### src/rtl/uart_rx_pkg.sv
package uart_rx_pkg;

  localparam int WORD_MAX = 8;
  localparam int IDX_W    = $clog2(WORD_MAX);

  typedef enum logic [2:0] {
    ST_IDLE,
    ST_START,
    ST_DATA,
    ST_PARITY,
    ST_STOP,
    ST_TAIL,
    ST_HOLD
  } rxState_e;

  // which interval the shared bit timer measures
  typedef enum logic [1:0] {
    SPAN_HALF,
    SPAN_FULL,
    SPAN_TAIL
  } span_e;

  typedef struct packed {
    logic  countOn;
    span_e span;
    logic  beginFrame;
    logic  takeData;
    logic  takeParity;
    logic  closeFrame;
    logic  raiseBreak;
  } rxStrobe_t;

  function automatic logic [3:0] wordBits(input logic [1:0] code);
    return 4'(code) + 4'd5;
  endfunction

endpackage

### src/rtl/uart_rx_datapath.sv
module uart_rx_datapath
  import uart_rx_pkg::*;
#(
  parameter int DIV_W       = 20,
  parameter int SYNC_STAGES = 2
) (
  input  logic                clk,
  input  logic                rstN,
  input  logic                serialIn,
  input  logic                invertIn,
  input  logic [DIV_W-1:0]    bitPeriod,
  input  logic [1:0]          wordCode,
  input  logic                parityOn,
  input  logic                parityOdd,
  input  logic [1:0]          stopCode,
  input  rxStrobe_t           strb,
  output logic                tick,
  output logic                lineLow,
  output logic                lastBit,
  output logic                stopWasBad,
  output logic [WORD_MAX-1:0] rxData,
  output logic                rxValid,
  output logic                parityErr,
  output logic                frameErr,
  output logic                breakDet
);

  localparam int CNT_W = DIV_W + 1;

  // line conditioning: inversion first, then synchronizer
  logic lineIn;
  assign lineIn = serialIn ^ invertIn;

  generate
    if (SYNC_STAGES >= 2) begin : g_sync
      logic [SYNC_STAGES-1:0] syncQ;
      always_ff @(posedge clk or negedge rstN) begin
        if (!rstN) syncQ <= '1;
        else       syncQ <= {syncQ[SYNC_STAGES-2:0], lineIn};
      end
      assign lineLow = ~syncQ[SYNC_STAGES-1];
    end else begin : g_single
      logic syncQ;
      always_ff @(posedge clk or negedge rstN) begin
        if (!rstN) syncQ <= 1'b1;
        else       syncQ <= lineIn;
      end
      assign lineLow = ~syncQ;
    end
  endgenerate

  // bit timer
  logic [CNT_W-1:0] periodEff, halfP, tailP, target, cnt;

  always_comb begin
    periodEff = (bitPeriod < DIV_W'(2)) ? CNT_W'(2) : {1'b0, bitPeriod};
    halfP     = periodEff >> 1;
    unique case (stopCode)
      2'd2:    tailP = periodEff;
      2'd3:    tailP = periodEff + halfP;
      default: tailP = halfP;
    endcase
    unique case (strb.span)
      SPAN_HALF: target = halfP;
      SPAN_TAIL: target = tailP;
      default:   target = periodEff;
    endcase
  end

  assign tick = strb.countOn && (cnt == target - CNT_W'(1));

  always_ff @(posedge clk or negedge rstN) begin
    if (!rstN)                     cnt <= '0;
    else if (!strb.countOn || tick) cnt <= '0;
    else                           cnt <= cnt + CNT_W'(1);
  end

  // word assembly
  logic [IDX_W-1:0]    bitIdx;
  logic [WORD_MAX-1:0] word;
  logic                parityBit;
  logic [3:0]          nBits;

  assign nBits   = wordBits(wordCode);
  assign lastBit = (4'(bitIdx) == nBits - 4'd1);

  always_ff @(posedge clk or negedge rstN) begin
    if (!rstN) begin
      bitIdx    <= '0;
      word      <= '0;
      parityBit <= 1'b0;
    end else if (strb.beginFrame) begin
      bitIdx    <= '0;
      word      <= '0;
      parityBit <= 1'b0;
    end else begin
      if (strb.takeData) begin
        word[bitIdx] <= ~lineLow;
        bitIdx       <= bitIdx + IDX_W'(1);
      end
      if (strb.takeParity) parityBit <= ~lineLow;
    end
  end

  // result registers
  always_ff @(posedge clk or negedge rstN) begin
    if (!rstN) begin
      rxData     <= '0;
      rxValid    <= 1'b0;
      parityErr  <= 1'b0;
      frameErr   <= 1'b0;
      breakDet   <= 1'b0;
      stopWasBad <= 1'b0;
    end else begin
      rxValid   <= strb.closeFrame;
      parityErr <= strb.closeFrame && parityOn && ((^word) ^ parityBit ^ parityOdd);
      frameErr  <= strb.closeFrame && lineLow;
      breakDet  <= strb.raiseBreak;
      if (strb.closeFrame) begin
        rxData     <= word;
        stopWasBad <= lineLow;
      end
    end
  end

  assert_valid_single_R9: assert property (@(posedge clk) disable iff (!rstN)
    rxValid |=> !rxValid);

  assert_break_apart_R6: assert property (@(posedge clk) disable iff (!rstN)
    breakDet |-> !rxValid);

  assert_perr_with_valid_R4: assert property (@(posedge clk) disable iff (!rstN)
    parityErr |-> rxValid);

  assert_ferr_with_valid_R5: assert property (@(posedge clk) disable iff (!rstN)
    frameErr |-> rxValid);

endmodule

### src/rtl/uart_rx_control.sv
module uart_rx_control
  import uart_rx_pkg::*;
(
  input  logic      clk,
  input  logic      rstN,
  input  logic      tick,
  input  logic      lineLow,
  input  logic      lastBit,
  input  logic      stopWasBad,
  input  logic      parityOn,
  output rxStrobe_t strb
);

  rxState_e state, nextState;

  always_comb begin
    nextState = state;
    strb      = '0;
    strb.span = SPAN_FULL;
    unique case (state)
      ST_IDLE: begin
        if (lineLow) nextState = ST_START;
      end
      ST_START: begin
        strb.countOn = 1'b1;
        strb.span    = SPAN_HALF;
        if (tick) begin
          if (lineLow) begin
            strb.beginFrame = 1'b1;
            nextState       = ST_DATA;
          end else begin
            nextState = ST_IDLE;
          end
        end
      end
      ST_DATA: begin
        strb.countOn = 1'b1;
        if (tick) begin
          strb.takeData = 1'b1;
          if (lastBit) nextState = parityOn ? ST_PARITY : ST_STOP;
        end
      end
      ST_PARITY: begin
        strb.countOn = 1'b1;
        if (tick) begin
          strb.takeParity = 1'b1;
          nextState       = ST_STOP;
        end
      end
      ST_STOP: begin
        strb.countOn = 1'b1;
        if (tick) begin
          strb.closeFrame = 1'b1;
          nextState       = ST_TAIL;
        end
      end
      ST_TAIL: begin
        strb.countOn = 1'b1;
        strb.span    = SPAN_TAIL;
        if (tick) begin
          if (stopWasBad && lineLow) begin
            strb.raiseBreak = 1'b1;
            nextState       = ST_HOLD;
          end else begin
            nextState = ST_IDLE;
          end
        end
      end
      ST_HOLD: begin
        if (!lineLow) nextState = ST_IDLE;
      end
      default: nextState = ST_IDLE;
    endcase
  end

  always_ff @(posedge clk or negedge rstN) begin
    if (!rstN) state <= ST_IDLE;
    else       state <= nextState;
  end

  assert_start_held_low_R2: assert property (@(posedge clk) disable iff (!rstN)
    (state == ST_DATA && $past(state) == ST_START) |-> $past(lineLow));

  assert_hold_until_high_R6: assert property (@(posedge clk) disable iff (!rstN)
    (state == ST_HOLD && lineLow) |=> (state == ST_HOLD));

  assert_break_needs_bad_stop_R6: assert property (@(posedge clk) disable iff (!rstN)
    strb.raiseBreak |-> (stopWasBad && lineLow));

  assert_one_action_R9: assert property (@(posedge clk) disable iff (!rstN)
    $countones({strb.beginFrame, strb.takeData, strb.takeParity,
                strb.closeFrame, strb.raiseBreak}) <= 1);

endmodule

### src/rtl/uart_frame_rx.sv
module uart_frame_rx
  import uart_rx_pkg::*;
#(
  parameter int DIV_W       = 20,
  parameter int SYNC_STAGES = 2
) (
  input  logic             clk,
  input  logic             rstN,
  input  logic             serialIn,
  input  logic             invertIn,
  input  logic [DIV_W-1:0] bitPeriod,
  input  logic [1:0]       wordCode,
  input  logic             parityOn,
  input  logic             parityOdd,
  input  logic [1:0]       stopCode,
  output logic [7:0]       rxData,
  output logic             rxValid,
  output logic             parityErr,
  output logic             frameErr,
  output logic             breakDet
);

  rxStrobe_t strb;
  logic      tick, lineLow, lastBit, stopWasBad;

  uart_rx_control i_control (
    .clk        (clk),
    .rstN       (rstN),
    .tick       (tick),
    .lineLow    (lineLow),
    .lastBit    (lastBit),
    .stopWasBad (stopWasBad),
    .parityOn   (parityOn),
    .strb       (strb)
  );

  uart_rx_datapath #(
    .DIV_W       (DIV_W),
    .SYNC_STAGES (SYNC_STAGES)
  ) i_datapath (
    .clk        (clk),
    .rstN       (rstN),
    .serialIn   (serialIn),
    .invertIn   (invertIn),
    .bitPeriod  (bitPeriod),
    .wordCode   (wordCode),
    .parityOn   (parityOn),
    .parityOdd  (parityOdd),
    .stopCode   (stopCode),
    .strb       (strb),
    .tick       (tick),
    .lineLow    (lineLow),
    .lastBit    (lastBit),
    .stopWasBad (stopWasBad),
    .rxData     (rxData),
    .rxValid    (rxValid),
    .parityErr  (parityErr),
    .frameErr   (frameErr),
    .breakDet   (breakDet)
  );

endmodule

### config.mk
export PLATFORM = sky130hd
export DESIGN_NAME = uart_frame_rx
export DESIGN_NICKNAME = d
export VERILOG_FILES = /design/src/rtl/uart_rx_pkg.sv /design/src/rtl/uart_rx_datapath.sv /design/src/rtl/uart_rx_control.sv /design/src/rtl/uart_frame_rx.sv
export SDC_FILE = /design/constraint.sdc
export NUM_CORES = 1
export LEC_CHECK = 0
export BUFFER_PORTS_ARGS = -buffer_cell sky130_fd_sc_hd__buf_2
export CAP_MARGIN = 20
export CORE_MARGIN = 8
export CORE_UTILIZATION = 33
export DETAILED_ROUTE_END_ITERATION = 16
export GPL_TIMING_DRIVEN = 0
export SYNTH_ARGS = -nofsm -noshare
export SYNTH_HDL_FRONTEND = slang
export SYNTH_SLANG_ARGS = --single-unit
### constraint.sdc
create_clock -name clk -period 3.8 [get_ports clk]
set_clock_uncertainty 0.1 [all_clocks]
set_input_delay 0 -clock clk [delete_from_list [all_inputs] [get_ports clk]]
set_output_delay 0 -clock clk [all_outputs]
set_load 0.01 [all_outputs]
**Word level (Yosys, flattened, before mapping)**

Index checks and enable logic that the tools add are counted.
W data, S select, Z words.

- Register bits after elaboration: 51
- Input port bits: 30
- Output and inout port bits: 12

- Add/subtract/negate cells: 6
- $lt $le $gt $ge: 3
- Equal/unequal tests: 19
- Muxes and demuxes: 37
- Bitwise operators: 4
- Reductions and logical operators: 15

Operators by type and width:

| kind | number |
|---|---|
| $pmux W21 S2 | 2 |
| $mux W3 | 12 |
| $add A21 B1 Y21 const B | 1 |
| $add A21 B20 Y21 | 1 |
| $eq A21 B21 Y1 | 1 |
| $mux W21 | 1 |
| $pmux W3 S7 | 1 |
| $sub A21 B1 Y21 const B | 1 |
| $lt A20 B2 Y1 const B | 1 |
| $mux W20 | 1 |
| $mux W8 | 2 |
| $mux W1 | 14 |
| $ne A2 B1 Y1 const B | 7 |
| $eq A3 B3 Y1 const B | 3 |
| $bwmux W8 | 1 |
| $reduce_and A8 Y1 | 1 |
| $reduce_xor A8 Y1 | 1 |
| $eq A2 B2 Y1 const B | 3 |
| $eq A3 B2 Y1 const B | 2 |
| $logic_and A1 B1 Y1 | 6 |
| $reduce_or A5 Y1 | 1 |
| $add A2 B3 Y4 const B | 1 |
| $eq A3 B4 Y1 | 1 |
| $lt A3 B4 Y1 const B | 1 |
| 15 further kinds | 18 |

**Longest topological paths before layout**

- Depth after elaboration: 12
- Gate-level depth with buffers: 25
- Mapped depth without buffers: 23

**By module**

Synthesis repeated with hierarchy kept, for this count alone.

- Cells, all modules: 667
- Area, all modules: 5546.6 um^2

By module, submodules not included:

| module | times used | cells an instance | area each (um^2) | seq. area each (um^2) |
|---|---|---|---|---|
| uart_rx_datapath | 1 | 628 | 5228.8 | 1203.7 |
| uart_rx_control | 1 | 39 | 317.8 | 75.1 |

**Worst setup path after synthesis**

No wires, ideal clock.

- Path kind: input-to-reg
- From: input port bitPeriod[1]
- To: register i_control.state[0]
- Setup time: 0.120 ns
- Arrival time: 4.229 ns
- Data required time: 3.580 ns
- Setup slack: -0.649 ns
- Stages: 22
- Buffers on the path: 1
- Path through: nor4_1 -> nand3_1 -> nor2_1 -> nor2_1 -> inv_1 -> ha_1 -> inv_1 -> fa_1 -> nand2b_1 -> a211o_1 -> a211oi_2 -> mux2i_1 -> nand2_1 -> o2111a_2 -> nand2_1 -> o311a_1 -> a211oi_2 -> inv_2 -> and4_1 -> buf_6 -> a211o_1 -> and4_1

- Word-level cells in the longest chain between the ends: 10
- Elaborated cells between the ends (all ways): 14
- Classes of those cells: 2 x add/sub; 1 x order compare; 6 x eq/ne; 3 x mux; 2 x reduce/logical

Ends and longest elaborated chain:

| what | line | text |
|---|---|---|
| start, declared | uart_frame_rx.sv:11 | `input logic [DIV_W-1:0] bitPeriod,` |
| $lt A20 B2 Y1 | uart_rx_datapath.sv:56 | `periodEff = (bitPeriod < DIV_W'(2)) ? CNT_W'(2) : {1'b0, bitPeriod};` |
| $mux W20 * | uart_rx_datapath.sv:56 |  |
| $add A21 B20 Y21 | uart_rx_datapath.sv:60 | `2'd3: tailP = periodEff + halfP;` |
| $pmux W21 S2 | uart_rx_datapath.sv:58 | `unique case (stopCode)` |
| $pmux W21 S2 * | uart_rx_datapath.sv:63 | `unique case (strb.span)` |
| $sub A21 B1 Y21 * | uart_rx_datapath.sv:70 | `assign tick = strb.countOn && (cnt == target - CNT_W'(1));` |
| $eq A21 B21 Y1 * | uart_rx_datapath.sv:70 |  |
| $logic_and A1 B1 Y1 * | uart_rx_datapath.sv:70 |  |
| $ne A2 B1 Y1 (no source line) | n/a |  |
| $reduce_and A8 Y1 (no source line) * | n/a |  |
| end signal, assigned | uart_rx_control.sv:78 | `else state <= nextState;` |
| end, declared | uart_rx_control.sv:14 | `rxState_e state, nextState;` |

Every way passes the cells marked *; elsewhere a longest branch is shown, timed or not.
A chain may end at the register's enable or synchronous reset.

**Worst setup path in the final report**

- From: input port bitPeriod[13]
- To: register i_datapath.word[0]

- Word-level cells in the longest chain between the ends: 11
- Elaborated cells between the ends (all ways): 14
- Classes of those cells: 2 x add/sub; 1 x order compare; 1 x eq/ne; 8 x mux; 2 x reduce/logical

Ends and longest elaborated chain:

| what | line | text |
|---|---|---|
| $lt A20 B2 Y1 | uart_rx_datapath.sv:56 |  |
| $mux W20 * | uart_rx_datapath.sv:56 |  |
| $add A21 B20 Y21 | uart_rx_datapath.sv:60 |  |
| $pmux W21 S2 | uart_rx_datapath.sv:58 |  |
| $pmux W21 S2 * | uart_rx_datapath.sv:63 |  |
| $sub A21 B1 Y21 * | uart_rx_datapath.sv:70 |  |
| $eq A21 B21 Y1 * | uart_rx_datapath.sv:70 |  |
| $logic_and A1 B1 Y1 * | uart_rx_datapath.sv:70 |  |
| $mux W1 (on tied branches) | uart_rx_control.sv:27, uart_rx_control.sv:38 |  |
| $mux W1 | uart_rx_control.sv:20 | `unique case (state)` |
| $mux W8 or $reduce_bool A2 Y1 (tied branches) | n/a |  |
| end signal, assigned by index | uart_rx_datapath.sv:98 | `word[bitIdx] <= ~lineLow;` |
| end, declared | uart_rx_datapath.sv:80 | `logic [WORD_MAX-1:0] word;` |

Marked as above.

==> results.py <==
metrics = {
    "critical_path": {
        "crit_path_end_kind": "flip-flop",
        "r2r_cells": 15,
        "arrival_ns": 4.55,
        "start_kind": "primary input",
        "critical_path_class": "primary input to flip-flop",
        "path_max_fanout": 6,
        "required_ns": 3.92,
    },
    "sta": {
        "setup_viol": 49,
        "fmax_mhz": 225.9,
        "fin_crit_sh_pct": 116.5,
        "worst_pin_slew_ns": 0.6547,
        "hold_viol": 0,
        "fin_crit_ns": 4.427,
        "rsz0062_at_grt": "true",
        "relSlewSlack_pct": 55.89,
        "finalMaxSlewViolations": 0,
        "holdWs_ns": 0.1480,
        "worst_slack_ns": -0.6273,
    },
    "routing": {
        "wl_per_cell_um": 17.56,
        "drcViolationCount": 0,
        "vias_per_cell": 5.617,
        "ant_nets": 0,
        "wl_mm": 18.04,
        "vias": 5769,
        "drtIter0Drc": 413,
        "dr.pass1.iters": 6,
    },
    "final_layout": {
        "multi_input_area_um2": 4775,
        "area_growth_pct": 30.64,
        "antenna_cells": 0,
        "nFillCells": 1660,
        "seq_area_um2": 1279,
        "layout_common_cells": "49 x nand2_1, 49 x dfrtp_1, 43 x buf_2",
        "final_nets": 855,
        "layout-drive-gt1-share_pct": 32.29,
    },
    "placement": {
        "port_buffers": 41,
        "place_congestion": 0.8750,
        "dpl.hpwl_mm": 13.49,
    },
    "global_route": {
        "grt_pass1_wl_mm": 28.87,
        "track_usage_pct": 15.83,
        "antenna_found_initial": 0,
        "grt_max_degree": 27,
        "grt-ovfl-total": 0,
        "grt_pass1_vias": 5631,
    },
    "pwr": {
        "power_density_nw_per_um2": 206.2,
        "p_leak_nw": 2.889,
        "power_w": 0.001563,
        "peakVddDrop_mv": 0.1948,
    },
    "synth": {
        "synth_enable_flop_cells": 0,
        "synth_nets": 755,
        "synth_area_um2": 5802,
        "ys_seq_area_share_pct": 22.04,
        "syn_avg_cell_area_um2": 8.276,
        "yosys.cell_types.count": 98,
        "netlist_instances": 701,
        "ys_async_sr_fraction_pct": 100.0,
        "ys_seq_elements": 51,
        "ys_warn_count": 0,
        "ys.flop_type": "dfrtp_1",
    },
    "floorplan": {
        "die_width_um": 148.6,
        "dieArea_um2": 22080,
        "start_util_pct": 33.66,
        "rows": 48,
        "fp.coreArea_um2": 17240,
        "io_pins": 42,
        "die_h_um": 148.6,
    },
    "clocking": {
        "h-tree-depth": 2,
        "clockBufferDepth": 2,
        "path_clk_slew_ns": 0.08,
        "cts_buffers": 5,
        "cts.sinks": 51,
        "cts_tree": "yes",
        "ctsRootBufferMaster": "clkbuf_16",
        "clock_latency_ns": 0.30,
    },
    "min_path": {
        "hold_class": "primary input to async pin",
    },
    "outcome": {
        "outcome": "finished, violations left",
        "violations": "setup timing",
    },
    "flow_run": {
        "cap_violations": 0,
    },
}
==> registers in the layout (all words and copies together) (netlist names), 2 cells and up <==
name / flops
i_datapath.cnt: 21
i_datapath.rxData: 8
i_datapath.word: 8
i_control.state: 3
i_datapath.bitIdx: 3
i_datapath.g_sync.syncQ: 2
==> worst max-delay path, stage by stage <==
cell and delay, ns:
buf_12 0.10, nor4_4 0.33, nand3_2 0.17, nor2_4 0.17, nor2_4 0.05, inv_2 0.08, ha_4 0.13, inv_2 0.04
fa_2 0.33, nand2b_4 0.19, a211o_4 0.40, a211oi_4 0.28, mux2i_2 0.31, a2bb2oi_2 0.09, and4b_2 0.26, mux2i_1 0.12
mux2i_1 0.20, a21o_1 0.16, and3_4 0.20, nand4_4 0.21, nor4b_1 0.48, mux2i_1 0.24
==> final timing paths <==
kind                                             from                          to  slack [ns]
max                                     bitPeriod[13]          i_datapath.word[0]       -0.63
min                                              rstN          i_datapath.word[3]        0.15
max reg2reg                        i_control.state[1]          i_datapath.word[0]       -0.40
min reg2reg                i_datapath.g_sync.syncQ[0]  i_datapath.g_sync.syncQ[1]        0.26
max in group asynchronous                        rstN  i_datapath.g_sync.syncQ[1]        2.81
min in group clk                          wordCode[1]          i_control.state[2]        0.16
==> cells in the mapped netlist, types with 4 or more instances <==
cell	number	area share, %
nor2_1	68	4.4
nand2_1	59	3.8
dfrtp_1	49	21
xnor2_1	41	6.2
a21oi_1	34	2.9
nand3_1	31	2.7
o21ai_0	30	2.6
clkbuf_1	24	1.6
ha_1	23	5.0
nor3_1	21	1.8
inv_1	20	1.3
mux2i_1	20	3.5
xor2_1	19	2.9
and3_1	14	1.5
nand4_1	14	1.5
a211oi_1	9	1.2
buf_2	9	0.78
nand2b_1	9	0.97
nor2b_1	9	0.97
nor4bb_1	9	1.6
mux2_2	8	1.6
or3_1	8	0.86
a21o_1	7	0.91
buf_6	6	1.2
nor4_1	6	0.65
o211ai_1	6	0.78
a211oi_2	5	1.1
and2_1	5	0.54
and4_1	5	0.75
nor2_2	5	0.54
o22ai_1	5	0.54
a211o_1	4	0.60
a31oi_1	4	0.43
nand3b_1	4	0.52
nor3_2	4	0.69
nor3b_1	4	0.52
==> through the flow <==
stage	instance area [µm²]	std cells	TNS [ns]	utilization (%)	worst slack [ns]
5_1_grt	7580	1027	-36.50	43.97	-0.8451
6_report	7580	1027	-26.43	43.97	-0.6273
3_3_place_gp	6417	967	-60.38	37.23	-1.395
4_1_cts	7086	1011	-23.75	41.11	-0.5453
2_1_floorplan	5931	701	-11.48	-	-0.3929
3_5_place_dp	6437	968	-62.95	37.35	-1.442
==> where the power goes <==
group / switching, W / internal [W]
sequential: 0.0000172 / 0.000557
combinational: 0.000310 / 0.000216
clock: 0.000215 / 0.000248
==> logic make-up after synthesis <==
kind of cell               share of synthesized area [%]
xor gates and xnor gates                           9.446
and+or+nand+nor                                    30.62
DFF                                                22.04
AOI/OAI and AO/OA                                  21.80
adders and majority gates                          5.305
muxes                                              5.262
buffers and inverters                              5.521
==> repair_timing <==
| action | in CTS | in global routing |
|---|---|---|
| setup endpoints to repair | 49 | 49 |
| buffers inserted | 32 | 15 |
| hold endpoints to repair | 28 | 0 |
| gates cloned | 0 | 3 |
| hold buffers | 4 | 0 |
| resized for setup | 47 | 79 |
| pin swaps | 32 | 28 |
==> per-layer routing <==
layer  GRT usage [%]  part of all wire, %  up-vias  routed length [µm]
met5               0                    0        -                   0
met4           4.284                  1.9        0                 348
met3           2.400                  5.1       29                 913
met2           24.86                   45      179                8185
met1           21.98                   48     2755                8588
li1                -                    -     2806                   -
==> area by class of cell <==
cell class,instances,area share [%]
multi-input combinational,583,62.99
timing repair buffer,94,10.00
sequential,51,16.87
buffer,43,3.318
clock buffer,5,1.651
tap,225,3.714
inverter,23,1.139
clock inverter,3,0.3136
Power figures use the tool's default switching activity.
